`src/rtl/lcd_nibble_pkg.sv`:
```
package lcd_nibble_pkg;

  typedef enum logic [2:0] {
    SQ_PWR,
    SQ_HI,
    SQ_LO,
    SQ_WAIT,
    SQ_IDLE
  } seq_state_e;

  typedef enum logic [1:0] {
    SB_IDLE,
    SB_SETUP,
    SB_PULSE,
    SB_HOLD
  } strobe_state_e;

  typedef struct packed {
    logic [7:0] value;
    logic       nib_only;
    logic       long_wait;
  } init_step_t;

  localparam int         INIT_STEPS = 7;
  localparam logic [7:0] CMD_CLEAR  = 8'h01;
  localparam logic [7:0] CMD_HOME   = 8'h02;

  // Wake-up nibbles live in the upper half of value; configuration bytes follow.
  function automatic init_step_t init_step(input logic [2:0] idx);
    init_step_t s;
    case (idx)
      3'd0, 3'd1, 3'd2: s = '{value: 8'h30, nib_only: 1'b1, long_wait: 1'b1};
      3'd3:             s = '{value: 8'h20, nib_only: 1'b1, long_wait: 1'b1};
      3'd4:             s = '{value: 8'h24, nib_only: 1'b0, long_wait: 1'b0};
      3'd5:             s = '{value: 8'h0C, nib_only: 1'b0, long_wait: 1'b0};
      default:          s = '{value: 8'h04, nib_only: 1'b0, long_wait: 1'b0};
    endcase
    return s;
  endfunction

endpackage

```
`src/rtl/lcd_wait_timer.sv`:
```
module lcd_wait_timer #(
  parameter int          W       = 24,
  parameter logic [W-1:0] RST_VAL = '0
) (
  input  logic         clk,
  input  logic         rst_n,
  input  logic         load,
  input  logic [W-1:0] load_val,
  output logic         expired
);

  logic [W-1:0] cnt_q, cnt_d;

  always_comb begin
    cnt_d = cnt_q;
    if (load) begin
      cnt_d = load_val;
    end else if (cnt_q != '0) begin
      cnt_d = cnt_q - W'(1);
    end
  end

  always_ff @(posedge clk or negedge rst_n) begin
    if (!rst_n) begin
      cnt_q <= RST_VAL;
    end else begin
      cnt_q <= cnt_d;
    end
  end

  assign expired = (cnt_q == '0);

  // a zero wait would skip the settle time entirely
  a_r12_load_nonzero: assert property (@(posedge clk) disable iff (!rst_n)
    load |-> (load_val != '0));

endmodule

```
`src/rtl/lcd_nibble_strobe.sv`:
```
module lcd_nibble_strobe
  import lcd_nibble_pkg::*;
#(
  parameter int SETUP_CYC = 4,
  parameter int EN_CYC    = 16,
  parameter int HOLD_CYC  = 4
) (
  input  logic       clk,
  input  logic       rst_n,
  input  logic       start,
  input  logic [3:0] nib_in,
  input  logic       rs_in,
  output logic [3:0] nib,
  output logic       rs,
  output logic       en,
  output logic       done
);

  localparam int MAX_AB = (SETUP_CYC > EN_CYC) ? SETUP_CYC : EN_CYC;
  localparam int MAXC   = (MAX_AB > HOLD_CYC) ? MAX_AB : HOLD_CYC;
  localparam int CW     = $clog2(MAXC + 1);

  strobe_state_e state_q, state_d;
  logic [CW-1:0] cnt_q, cnt_d;
  logic [3:0]    nib_q, nib_d;
  logic          rs_q, rs_d, en_q, en_d;

  assign done = (state_q == SB_HOLD) && (cnt_q == '0);

  always_comb begin
    state_d = state_q;
    cnt_d   = cnt_q;
    nib_d   = nib_q;
    rs_d    = rs_q;
    en_d    = en_q;
    case (state_q)
      SB_SETUP: begin
        if (cnt_q == '0) begin
          state_d = SB_PULSE;
          cnt_d   = CW'(EN_CYC - 1);
          en_d    = 1'b1;
        end else begin
          cnt_d = cnt_q - CW'(1);
        end
      end
      SB_PULSE: begin
        if (cnt_q == '0) begin
          state_d = SB_HOLD;
          cnt_d   = CW'(HOLD_CYC - 1);
          en_d    = 1'b0;
        end else begin
          cnt_d = cnt_q - CW'(1);
        end
      end
      SB_HOLD: begin
        if (cnt_q == '0) begin
          state_d = SB_IDLE;
        end else begin
          cnt_d = cnt_q - CW'(1);
        end
      end
      default: ;
    endcase
    if (start && (state_q == SB_IDLE || done)) begin
      state_d = SB_SETUP;
      cnt_d   = CW'(SETUP_CYC - 1);
      nib_d   = nib_in;
      rs_d    = rs_in;
    end
  end

  always_ff @(posedge clk or negedge rst_n) begin
    if (!rst_n) begin
      state_q <= SB_IDLE;
      cnt_q   <= '0;
      nib_q   <= '0;
      rs_q    <= 1'b0;
      en_q    <= 1'b0;
    end else begin
      state_q <= state_d;
      cnt_q   <= cnt_d;
      nib_q   <= nib_d;
      rs_q    <= rs_d;
      en_q    <= en_d;
    end
  end

  assign nib = nib_q;
  assign rs  = rs_q;
  assign en  = en_q;

  // lines frozen on the edge enable rises and for as long as it stays high
  a_r10_lines_frozen_under_en: assert property (@(posedge clk) disable iff (!rst_n)
    en_q |-> ($stable(nib_q) && $stable(rs_q)));

  // a new nibble is never taken while the previous one is mid-pulse
  a_r10_no_restart_in_pulse: assert property (@(posedge clk) disable iff (!rst_n)
    (state_q == SB_PULSE) |=> (nib_q == $past(nib_q)));

endmodule

```
`src/rtl/lcd_nibble_ctrl.sv`:
```
module lcd_nibble_ctrl
  import lcd_nibble_pkg::*;
#(
  parameter int CLK_HZ       = 50_000_000,
  parameter int POWERUP_REPS = 50,
  parameter int SETUP_CYC    = 4,
  parameter int EN_CYC       = 16,
  parameter int HOLD_CYC     = 4
) (
  input  logic       clk,
  input  logic       rst_n,
  input  logic       req_valid,
  input  logic [7:0] req_byte,
  input  logic       req_is_data,
  input  logic       req_clear,
  input  logic       req_home,
  output logic       req_ready,
  output logic [6:0] lcd_pins
);

  localparam int LONG_CYC = CLK_HZ / 200;
  localparam int BYTE_CYC = CLK_HZ / 20000;
  localparam int SLOW_CYC = BYTE_CYC + LONG_CYC;
  localparam int PWR_CYC  = POWERUP_REPS * LONG_CYC;
  localparam int TW       = $clog2(PWR_CYC + 1);

  // reset: asserted asynchronously, released through two flops
  logic [1:0] rst_sync_q;
  logic       rst_i;

  always_ff @(posedge clk or negedge rst_n) begin
    if (!rst_n) begin
      rst_sync_q <= 2'b00;
    end else begin
      rst_sync_q <= {rst_sync_q[0], 1'b1};
    end
  end
  assign rst_i = rst_sync_q[1];

  seq_state_e    state_q, state_d;
  logic [2:0]    idx_q, idx_d;
  logic          init_q, init_d;
  logic [7:0]    byte_q, byte_d;
  logic          rs_q, rs_d;
  logic          single_q, single_d;
  logic [TW-1:0] wait_q, wait_d;

  logic          go, st_rs, st_done, tmr_load, tmr_expired;
  logic [3:0]    st_nib;
  logic [3:0]    nib;
  logic          rs, en;
  init_step_t    step;

  always_comb begin
    state_d  = state_q;
    idx_d    = idx_q;
    init_d   = init_q;
    byte_d   = byte_q;
    rs_d     = rs_q;
    single_d = single_q;
    wait_d   = wait_q;
    go       = 1'b0;
    st_nib   = byte_q[7:4];
    st_rs    = rs_q;
    tmr_load = 1'b0;
    step     = init_step((state_q == SQ_PWR) ? 3'd0 : idx_q + 3'd1);

    case (state_q)
      SQ_PWR: begin
        if (tmr_expired) begin
          byte_d   = step.value;
          rs_d     = 1'b0;
          single_d = step.nib_only;
          wait_d   = step.long_wait ? TW'(LONG_CYC) : TW'(BYTE_CYC);
          go       = 1'b1;
          st_nib   = step.value[7:4];
          st_rs    = 1'b0;
          state_d  = SQ_HI;
        end
      end
      SQ_HI: begin
        if (st_done) begin
          if (single_q) begin
            tmr_load = 1'b1;
            state_d  = SQ_WAIT;
          end else begin
            go      = 1'b1;
            st_nib  = byte_q[3:0];
            state_d = SQ_LO;
          end
        end
      end
      SQ_LO: begin
        if (st_done) begin
          tmr_load = 1'b1;
          state_d  = SQ_WAIT;
        end
      end
      SQ_WAIT: begin
        if (tmr_expired) begin
          if (init_q && idx_q != 3'(INIT_STEPS - 1)) begin
            idx_d    = idx_q + 3'd1;
            byte_d   = step.value;
            rs_d     = 1'b0;
            single_d = step.nib_only;
            wait_d   = step.long_wait ? TW'(LONG_CYC) : TW'(BYTE_CYC);
            go       = 1'b1;
            st_nib   = step.value[7:4];
            st_rs    = 1'b0;
            state_d  = SQ_HI;
          end else begin
            init_d  = 1'b0;
            state_d = SQ_IDLE;
          end
        end
      end
      SQ_IDLE: begin
        if (req_valid) begin
          single_d = 1'b0;
          if (req_clear) begin
            byte_d = CMD_CLEAR;
            rs_d   = 1'b0;
            wait_d = TW'(SLOW_CYC);
          end else if (req_home) begin
            byte_d = CMD_HOME;
            rs_d   = 1'b0;
            wait_d = TW'(SLOW_CYC);
          end else begin
            byte_d = req_byte;
            rs_d   = req_is_data;
            wait_d = TW'(BYTE_CYC);
          end
          go      = 1'b1;
          st_nib  = byte_d[7:4];
          st_rs   = rs_d;
          state_d = SQ_HI;
        end
      end
      default: state_d = SQ_IDLE;
    endcase
  end

  always_ff @(posedge clk or negedge rst_i) begin
    if (!rst_i) begin
      state_q  <= SQ_PWR;
      idx_q    <= 3'd0;
      init_q   <= 1'b1;
      byte_q   <= 8'h00;
      rs_q     <= 1'b0;
      single_q <= 1'b0;
      wait_q   <= '0;
    end else begin
      state_q  <= state_d;
      idx_q    <= idx_d;
      init_q   <= init_d;
      byte_q   <= byte_d;
      rs_q     <= rs_d;
      single_q <= single_d;
      wait_q   <= wait_d;
    end
  end

  lcd_wait_timer #(
    .W       (TW),
    .RST_VAL (TW'(PWR_CYC))
  ) u_timer (
    .clk      (clk),
    .rst_n    (rst_i),
    .load     (tmr_load),
    .load_val (wait_q),
    .expired  (tmr_expired)
  );

  lcd_nibble_strobe #(
    .SETUP_CYC (SETUP_CYC),
    .EN_CYC    (EN_CYC),
    .HOLD_CYC  (HOLD_CYC)
  ) u_strobe (
    .clk    (clk),
    .rst_n  (rst_i),
    .start  (go),
    .nib_in (st_nib),
    .rs_in  (st_rs),
    .nib    (nib),
    .rs     (rs),
    .en     (en),
    .done   (st_done)
  );

  assign req_ready = (state_q == SQ_IDLE);
  assign lcd_pins  = {1'b0, en, rs, nib};

  // an idle block never has an enable pulse in flight
  a_r11_quiet_when_ready: assert property (@(posedge clk) disable iff (!rst_i)
    req_ready |-> !en);

  // a taken request makes the block busy on the next cycle
  a_r11_accept_then_busy: assert property (@(posedge clk) disable iff (!rst_i)
    (req_valid && req_ready) |=> !req_ready);

  // no strobe while the power-up wait runs
  a_r2_dark_powerup: assert property (@(posedge clk) disable iff (!rst_i)
    (state_q == SQ_PWR) |-> !en);

  // every pulse of the start-up sequence is a command
  a_r4_init_rs_low: assert property (@(posedge clk) disable iff (!rst_i)
    (init_q && en) |-> !rs);

endmodule

```
`config.mk`:
```
export PLATFORM = sky130hd
export DESIGN_NAME = lcd_nibble_ctrl
export DESIGN_NICKNAME = d
export VERILOG_FILES = /design/src/rtl/lcd_nibble_pkg.sv /design/src/rtl/lcd_wait_timer.sv /design/src/rtl/lcd_nibble_strobe.sv /design/src/rtl/lcd_nibble_ctrl.sv
export SDC_FILE = /design/constraint.sdc
export NUM_CORES = 1
export LEC_CHECK = 0
export BUFFER_PORTS_ARGS = -buffer_cell sky130_fd_sc_hd__buf_2
export CORE_UTILIZATION = 55
export CTS_BUF_LIST = sky130_fd_sc_hd__clkbuf_8
export CTS_CLUSTER_DIAMETER = 50
export DETAILED_ROUTE_END_ITERATION = 8
export MAX_ROUTING_LAYER = met4
export PLACE_DENSITY = 0.73
export SLEW_MARGIN = 10
export SYNTH_ARGS = -nofsm -noshare
export SYNTH_HDL_FRONTEND = slang
export SYNTH_SLANG_ARGS = --single-unit
export TNS_END_PERCENT = 10
```
`constraint.sdc`:
```
create_clock -name clk -period 4.43 [get_ports clk]
set_clock_uncertainty 0.1 [all_clocks]
set_input_delay 0.2215 -clock clk [delete_from_list [all_inputs] [get_ports clk]]
set_output_delay 0.2215 -clock clk [all_outputs]
set_load 0.02 [all_outputs]
```
==> reports/metrics.yaml, run 1 <==
cts:
  clock_latency_ps: 340
  cts_root_buf: "clkbuf_8"
  cts_setup_buffers: 0
  cts_buffer_depth: 2
  cts_tree: "built"
  cts_inserted_buffers: 9
  clk_pin_slew_worst_paths_ps: 70
  cts.sinks: 60
  cts.htree.levels: 3
  post_cts_resized: 0
grt:
  antenna_found_initial: 0
  grt_overflow_total: 0
  grt_pass1_wl_um: 12200
  grt_pass1_vias: 2537
  grt_usage_pct: 25.47
  grt_max_degree: 59
sta:
  hold_viol: 0
  rsz0062_at_grt: "no"
  drv_slew: 0
  slew_headroom_pct: 35.14
  min_period_ps: 2908
  finalSetupViolCount: 0
  tightest_slew_ps: 972.9
  fin_ws_ps: 1522
  fmax_mhz: 343.9
  finalCritPeriodShare_pct: 65.64
  tns_ps: 0
worst_setup_path:
  cp.arrival_ps: 3030
  cp_slowest_cell: "a2111oi_4"
  worstSetupPathType: "flip-flop to flip-flop"
  path_cells: "inv_1 > ha_1 > or4b_2 > a2111oi_4 > nor2_1 > a21oi_1 > nand2_1"
  max_stage_delay_ps: 930
  reg2reg_to: "u_timer.cnt_q[7]"
  r2r_setup_slack_ps: 1520
  worst_setup_path_end_kind: "flip-flop"
  cp_max_fo: 19
  regToRegStartpoint: "u_strobe.cnt_q[0]"
  worst_setup_path_start_kind: "flip-flop"
  required_ps: 4550
  r2r_cells: 7
logic_synthesis:
  synth_area_um2: 3481
  synth_seq_cells: 60
  syn_nets: 387
  synthArstFlopShare_pct: 100.0
  ys_seq_area_share_pct: 43.60
  ys_types: 62
  synth_edf_count: 0
  synth_top_area_cell: "dfrtp_1"
  ys_top_cells_by_area: "dfrtp_1, dfstp_2, nor2_1, ha_1, nand2_1"
  synth_ff_type: "dfrtp_1"
  synth.avg_cell_area_um2: 9.589
  netlist_instances: 363
  ys.warnings.count: 0
  synth_top_area_share_pct: 33.79
worst_hold_path:
  worstHoldStart: "req_byte[6]"
  worstHoldPathCells: 3
  hold_class: "primary input to flip-flop"
  min_to: "byte_q[6]"
placement:
  gp_congestion: 0.9032
  place_ws_ps: 1499
  hpwl_um: 5053
  port_buffers: 20
pwr:
  peakVddDrop_mv: 0.2753
  leakage_nw: 1.788
  power_density_nw_per_um2: 298.8
route:
  vias: 2682
  wire_per_inst_um: 15.43
  drtPass1Iterations: 4
  viasPerCell: 5.818
  drt_first_iter_violations: 184
  detail-route-antenna-nets: 0
  drc_errors: 0
  drt-total-wl_um: 7112
die:
  fp.coreArea_um2: 6026
  die_area_um2: 6651
  die_w_um: 81.56
  die_h_um: 81.56
  fp-row-count: 28
  initial_utilization_pct: 57.77
  ios: 22
run:
  drv_cap: 0
final_layout:
  syn_to_final_growth_pct: 10.50
  fillCellCount: 518
  fin_nets: 405
  drive_gt1_share_pct: 18.91
  antenna_cells: 0
status:
  run_status: "finished clean"
==> critical path, delay by kind of cell (launching register included) <==
kind                       cells  cell delay, ps
DFF                            1             420
and+or+nand+nor                3             910
adders and majority gates      1             160
AOI/OAI and AO/OA              2            1090
buffers and inverters          1             100
==> timing repair <==
item | in CTS | in global routing
hold buffers | 1 | 0
endpoints found under the hold margin | 2 | 0
endpoints found under the setup margin | 0 | 0
==> flip-flops by register name (all words and copies together), names as in the netlist, 2 cells and up <==
signal,flops
wait_q,5
state_q,3
u_strobe.state_q,2
u_strobe.nib,4
u_strobe.cnt_q,5
u_timer.cnt_q,24
byte_q,7
idx_q,3
rst_sync_q,2
==> cells in the mapped netlist (all sizes together), types with 12 or more instances <==
cell / number
a21oi: 16
dfrtp: 47
dfstp: 13
inv: 18
nand2: 31
nor2: 35
nor3: 17
o21ai: 23
xor2: 12
==> power breakdown <==
group / internal (W) / leakage [nW] / switching (W)
logic: 0.00000648 / 0.950 / 0.0000162
registers: 0.000549 / 0.715 / 0.000000244
clock network: 0.000361 / 0.122 / 0.000216
==> through the flow <==
stage | total power (W) | area [µm²] | instances | hold WS (ps) | util (%)
final | 0.001149 | 3846 | 461 | 26.03 | 63.83
after global routing | 0.001185 | 3846 | 461 | 28.34 | 63.83
after CTS | 0.001160 | 3846 | 461 | 15.51 | 63.83
after detailed placement | 0.0005821 | 3601 | 444 | -93.07 | 59.76
after global placement | 0.0005820 | 3601 | 444 | -93.62 | 59.76
after floorplan | 0.0005706 | 3481 | 363 | -174.1 | -
==> routing by layer <==
metal  up-vias  global-route usage, %  share of wire [%]  wire length [µm]
met5         -                      -                  0                 0
met4         0                  13.93                1.8               128
met3        10                  4.444                3.5               251
met2        57                  33.92                 44              3149
met1      1281                  36.35                 50              3583
li1       1334                      -                  -                 -
==> area by class of cell <==
type | instances | area (µm²) | area share, %
clock inverter | 4 | 70.07 | 1.822
timing repair buffer | 23 | 125.1 | 3.253
tap | 75 | 93.84 | 2.440
multi-input combinational | 268 | 1802 | 46.84
inverter | 19 | 71.32 | 1.854
sequential | 60 | 1519 | 39.49
clock buffer | 12 | 165.2 | 4.294
==> kinds of logic (layout without fill, tap and decap cells) <==
family	after synthesis	count (layout)	share of synthesized area, %
other cells	2	2	0.2158
compound gates	77	77	15.17
xor+xnor	22	22	5.535
flops	60	60	43.60
fa+ha+maj	10	10	3.595
mux	20	20	6.327
simple gates	137	137	20.92
buf+inv	35	58	4.637
==> placed cells by master, fill, tap and decap left out, drive strengths merged, types with 12 or more instances in the layout <==
cell type / count
o21ai: 23
inv: 18
clkbuf: 12
a21oi: 16
buf: 22
nor2: 35
nor3: 17
xor2: 12
dfstp: 13
dfrtp: 47
nand2: 31
==> how the worst max path moves through the flow <==
stage,from,end,cells after the start
floorplan,u_timer.cnt_q[3],u_strobe.nib[1],7
global placement,u_strobe.cnt_q[0],u_timer.cnt_q[7],7
detailed placement,u_strobe.cnt_q[0],u_timer.cnt_q[7],7
CTS,u_strobe.cnt_q[0],u_timer.cnt_q[7],7
global route,u_strobe.cnt_q[0],u_timer.cnt_q[7],7
finish,u_strobe.cnt_q[0],u_timer.cnt_q[7],7
Power figures use the tool's default switching activity.
==> run 2: changes to the inputs <==
--- a/config.mk
+++ b/config.mk
@@ -5,6 +5,7 @@
 export SDC_FILE = /design/constraint.sdc
 export NUM_CORES = 1
 export LEC_CHECK = 0
+export ABC_AREA = 1
 export BUFFER_PORTS_ARGS = -buffer_cell sky130_fd_sc_hd__buf_2
 export CORE_UTILIZATION = 55
 export CTS_BUF_LIST = sky130_fd_sc_hd__clkbuf_8
==> constraint.sdc (replaced) <==
create_clock -name clk -period 2.9 [get_ports clk]
set_clock_uncertainty 0.1 [all_clocks]
set_input_delay 0.145 -clock clk [delete_from_list [all_inputs] [get_ports clk]]
set_output_delay 0.145 -clock clk [all_outputs]
set_load 0.02 [all_outputs]
==> run 2 against run 1 <==
Critical path depth up 4. First-iteration DRC count grew 15%. Flip-flop and latch count is the same. Sequential share of layout area decreased by 0.43 points. Clock power rose by 30%. Die area rose by 1.2%. Maximum frequency grew 24%.
==> reports/metrics.yaml, run 2 <==
status:
  run_status: "finished clean"
die:
  fp.coreArea_um2: 6061
  die_area_um2: 6732
  die_h_um: 82.05
  initial_utilization_pct: 58.15
  fp-row-count: 28
  die_w_um: 82.05
  ios: 22
grt:
  grt_pass1_wl_um: 12400
  grt_pass1_vias: 2679
  grt_max_degree: 23
  antenna_found_initial: 0
  grt_overflow_total: 0
  grt_usage_pct: 25.54
logic_synthesis:
  synthArstFlopShare_pct: 100.0
  ys_top_cells_by_area: "dfrtp_1, nand2_1, dfstp_2, nor2_1, inv_1"
  synth_seq_cells: 60
  synth_top_area_cell: "dfrtp_1"
  ys_seq_area_share_pct: 43.06
  ys_types: 44
  ys.warnings.count: 0
  synth_top_area_share_pct: 33.37
  synth.most_common_cell: "nand2_1"
  synth_edf_count: 0
  synth_ff_type: "dfrtp_1"
  synth_area_um2: 3525
  yosys-top-cells-count: "nand2_1, nor2_1, inv_1"
  syn_nets: 471
  synth.avg_cell_area_um2: 7.885
  netlist_instances: 447
worst_setup_path:
  worst_setup_path_end_kind: "flip-flop"
  worst_setup_path_start_kind: "flip-flop"
  startpoint: "u_strobe.cnt_q[0]"
  cp.arrival_ps: 2510
  reg2reg_to: "u_timer.cnt_q[17]"
  required_ps: 3060
  worstSetupPathType: "flip-flop to flip-flop"
  r2r_setup_slack_ps: 550
  r2r_cells: 11
  crit_end: "u_timer.cnt_q[17]"
  cp_max_fo: 14
  regToRegStartpoint: "u_strobe.cnt_q[0]"
final_layout:
  final-seq-area_um2: 1519
  multi_input_area_um2: 1713
  drive_gt1_share_pct: 19.42
  antenna_cells: 0
  fin_nets: 499
  fin_area_um2: 3889
  largest_register_ff_count: 24
  reg_top3: "u_timer.cnt_q x24, byte_q x7"
  layout_common_cells: "nand2_1, inv_1, nor2_1"
  final_util_pct: 64.16
  fillCellCount: 542
  top_register: "u_timer.cnt_q"
  final_common_cell: "nand2_1"
  syn_to_final_growth_pct: 10.33
placement:
  port_buffers: 20
  hpwl_um: 5606
  gp_congestion: 0.8816
  dpl-instance-area_um2: 3685
sta:
  finalCritPeriodShare_pct: 81.02
  hold_viol: 0
  tightest_slew_ps: 511.7
  slew_headroom_pct: 65.80
  fmax_mhz: 425.6
  rsz0062_at_grt: "no"
  drv_slew: 0
  min_period_ps: 2350
  finalSetupViolCount: 0
  tns_ps: 0
route:
  drt_first_iter_violations: 211
  drt-total-wl_um: 7339
  detail-route-antenna-nets: 0
  vias: 2913
  drtPass1Iterations: 4
  drc_errors: 0
  wire_per_inst_um: 13.25
  viasPerCell: 5.258
worst_hold_path:
  worstHoldStart: "req_byte[6]"
  hold_class: "primary input to flip-flop"
run:
  drv_cap: 0
cts:
  cts.sinks: 60
  cts_buffer_depth: 2
  cts_tree: "built"
  clock_latency_ps: 330
  cts_inserted_buffers: 9
  cts_setup_buffers: 0
  clk_pin_slew_worst_paths_ps: 70
  cts_root_buf: "clkbuf_8"
  cts.htree.levels: 3
pwr:
  power_density_nw_per_um2: 860.0
  leakage_nw: 1.922
  total_power_w: 0.003344
  peakVddDrop_mv: 0.4835
run 2: cell types whose count changed after synthesis, sizes merged, moves of 6 or more:
cell	previous run	this run
mux2i	10	0
nand3	10	21
inv	18	63
nor3	17	11
or3	7	0
a21oi	16	22
nor2	35	71
nand2	31	102
mux2	10	0
xnor2	10	2
clkbuf	6	0
o21ai	23	33
run 2: kinds of logic after synthesis:
family	synth area share (%)
other	0.2131
AND/OR/NAND/NOR	29.00
XOR/XNOR	3.479
adder cells (fa/ha/maj)	3.550
flip-flops	43.06
buffers and inverters	8.342
AO/OA/AOI/OAI	12.35
run 2: worst min path at each step:
stage	to	slack (ps)	cells after the start
after floorplan	rst_sync_q[0]	-250	0
after global placement	rst_sync_q[0]	-170	1
after detailed placement	rst_sync_q[0]	-160	1
after CTS	byte_q[6]	0.7	3
after global routing	byte_q[6]	20	3
final	byte_q[6]	7	3
run 2: power breakdown:
group	switching (W)	internal [W]	total (W)
Combinational	0.000855	0.000462	0.00132
Sequential	0.000199	0.00108	0.00128
Clock	0.000318	0.000432	0.000749
run 2: area by class of cell:
cell class,count,area share [%]
timing repair buffer,23,3.218
inverter,64,6.274
clock buffer,11,3.893
clock inverter,4,1.094
multi-input combinational,317,44.05
tap,75,2.413
sequential,60,39.06
run 2: what timing repair did:
| action | in CTS | in global routing |
|---|---|---|
| hold buffers | 1 | 0 |
| endpoints found under the hold margin | 2 | 0 |
| gates resized for setup | 0 | 0 |
run 2: stage by stage:
| step | instances | hold WS, ps | setup slack [ps] |
|---|---|---|---|
| after detailed placement | 538 | -162.8 | 565.5 |
| final | 554 | 6.687 | 550.4 |
| after floorplan | 447 | -250.6 | 1028 |
| after global routing | 554 | 21.12 | 254.2 |
| after global placement | 538 | -170.4 | 706.4 |
| after CTS | 554 | 0.6938 | 549.6 |
run 2: worst max-delay path: stages (launching register included):
cell and delay [ps]:
dfrtp_1 390, inv_1 100, ha_1 150, inv_1 30
nor2_1 150, nand2_2 130, nor2_2 160, nand2_1 340
inv_2 330, nor2_4 110, nor2_1 110, a21boi_1 180
run 2: per-layer routing:
metal	vias up	global-route usage [%]	share of wire (%)
li1	1478	-	-
met4	0	8.246	2.3
met5	-	-	0
met2	71	40.74	47
met1	1350	33.07	47
met3	14	4.333	4.0
==> run 3: changes to the inputs <==
--- a/config.mk
+++ b/config.mk
@@ -5,7 +5,7 @@
 export SDC_FILE = /design/constraint.sdc
 export NUM_CORES = 1
 export LEC_CHECK = 0
-export ABC_AREA = 1
+export ABC_AREA = 0
 export BUFFER_PORTS_ARGS = -buffer_cell sky130_fd_sc_hd__buf_2
 export CORE_UTILIZATION = 55
 export CTS_BUF_LIST = sky130_fd_sc_hd__clkbuf_8
==> constraint.sdc (replaced) <==
create_clock -name clk -period 2.3 [get_ports clk]
set_clock_uncertainty 0.1 [all_clocks]
set_input_delay 0.115 -clock clk [delete_from_list [all_inputs] [get_ports clk]]
set_output_delay 0.115 -clock clk [all_outputs]
set_load 0.02 [all_outputs]
==> run 3 against run 2 <==
Hold slack gained 11 ps. Sequential share of layout area shrank 3.7 points. Total power shrank 31%. Die area shrank 1.2%. Largest power group is now the clock network. Highest routed layer unchanged.
==> reports/metrics.yaml, run 3 (synthesized netlist as in run 1, its figures left out) <==
route:
  detail-route-antenna-nets: 0
  drt_first_iter_violations: 291
  viasPerCell: 5.911
  wire_per_inst_um: 16.30
  drc_errors: 0
  vias: 3003
  drtPass1Iterations: 5
  drt-total-wl_um: 8278
die:
  initial_utilization_pct: 57.77
  die_area_um2: 6651
  fp.coreArea_um2: 6026
  ios: 22
  die_w_um: 81.56
  die_h_um: 81.56
  fp-row-count: 28
grt:
  grt_pass1_wl_um: 13810
  grt_max_degree: 28
  antenna_found_initial: 0
  grt_overflow_total: 0
  grt_usage_pct: 28.67
  grt_pass1_vias: 2886
cts:
  cts_inserted_buffers: 9
  cts.sinks: 60
  cts_buffer_depth: 2
  cts.htree.levels: 3
  clock_latency_ps: 330
  cts_setup_buffers: 0
  cts_tree: "built"
  clk_pin_slew_worst_paths_ps: 70
  cts_root_buf: "clkbuf_8"
sta:
  hold_ws_ps: 17.44
  min_period_ps: 2271
  tns_ps: 0
  rsz0062_at_grt: "yes"
  tightest_slew_ps: 594.3
  finalSetupViolCount: 0
  finalCritPeriodShare_pct: 98.75
  hold_viol: 0
  slew_headroom_pct: 60.38
  drv_slew: 0
  fmax_mhz: 440.3
worst_setup_path:
  cp.arrival_ps: 2410
  required_ps: 2440
  worstSetupPathType: "flip-flop to flip-flop"
  worst_setup_path_end_kind: "flip-flop"
  worst_setup_path_start_kind: "flip-flop"
  cp_max_fo: 11
final_layout:
  largest_register_ff_count: 24
  antenna_cells: 0
  final-seq-area_um2: 1519
  syn_to_final_growth_pct: 23.36
  layout_common_cells: "dfrtp_1, buf_4, nor2_1"
  fin_nets: 452
  fillCellCount: 471
  reg_top3: "u_timer.cnt_q x24, byte_q x7"
  top_register: "u_timer.cnt_q"
  drive_gt1_share_pct: 27.48
  multi_input_area_um2: 1854
  final_common_cell: "dfrtp_1"
status:
  run_status: "finished clean"
pwr:
  leakage_nw: 2.046
  peakVddDrop_mv: 0.4064
  power_density_nw_per_um2: 534.3
  total_power_w: 0.002295
placement:
  hpwl_um: 5975
  gp_congestion: 0.9081
  port_buffers: 20
run:
  drv_cap: 0
worst_hold_path:
  hold_class: "primary input to flip-flop"
==> run 3: cell types whose count changed in the layout (fill, tap and decap cells not counted), moves of 9 or more <==
cell	previous run	this run
buf_4	2	42
nand3_1	19	10
mux2i_1	0	10
nor2_1	57	34
nor2_2	9	0
nand2_1	96	29
inv_1	57	19
==> run 3: routing by layer <==
metal	share of wire (%)	up-vias	track usage, %	wire length [µm]
met3	5.1	9	4.556	425
met1	46	1465	38.82	3807
li1	-	1432	-	-
met2	48	97	43.83	3948
met4	1.2	0	9.464	96
met5	0	-	-	0
==> run 3: final timing paths <==
check	cells after the start	slack, ps	to	from
min in group asynchronous	0	170	u_timer.cnt_q[1]	rst_sync_q[1]
max in group asynchronous	1	1160	u_timer.cnt_q[10]	rst_sync_q[1]
worst max register to register	7	30	single_q	u_timer.cnt_q[13]
worst max-delay path	7	30	single_q	u_timer.cnt_q[13]
worst min-delay path	3	20	byte_q[0]	req_clear
worst min register to register	0	170	u_timer.cnt_q[1]	rst_sync_q[1]
==> run 3: through the flow <==
stage	instance area, µm²	std cells	util, %	worst slack (ps)
after global routing	4294	508	71.26	-46.83
after detailed placement	3939	485	65.37	24.54
final	4294	508	71.26	28.75
after global placement	3939	485	65.37	48.48
after floorplan	3505	363	-	-68.00
after CTS	4259	508	70.68	11.12
==> run 3: report_power, final <==
part,switching (W),internal [W]
Combinational,0.0000256,0.0000202
Sequential,0.00000917,0.00106
Clock,0.000408,0.000774
Total,0.000443,0.00185
==> run 3: final cells by class <==
class | count | area share [%]
Tap cell | 75 | 2.185
Timing Repair Buffer | 70 | 11.77
Multi-Input combinational cell | 268 | 43.18
Inverter | 19 | 1.661
Clock buffer | 11 | 3.526
Clock inverter | 5 | 2.302
Sequential cell | 60 | 35.37
==> run 3: what timing repair did <==
| item | in CTS | in global routing |
|---|---|---|
| setup endpoints to repair | 0 | 31 |
| hold buffers | 7 | 0 |
| endpoints found under the hold margin | 7 | 0 |
| resized for setup | 0 | 8 |
==> run 3: worst max-delay path: stages (launching register included) <==
cell and delay [ps]:
dfstp_2 380, nor4_1 430, nand4_1 260, buf_4 250, nor2_4 130, a31oi_4 200, buf_4 230, mux2i_1 180
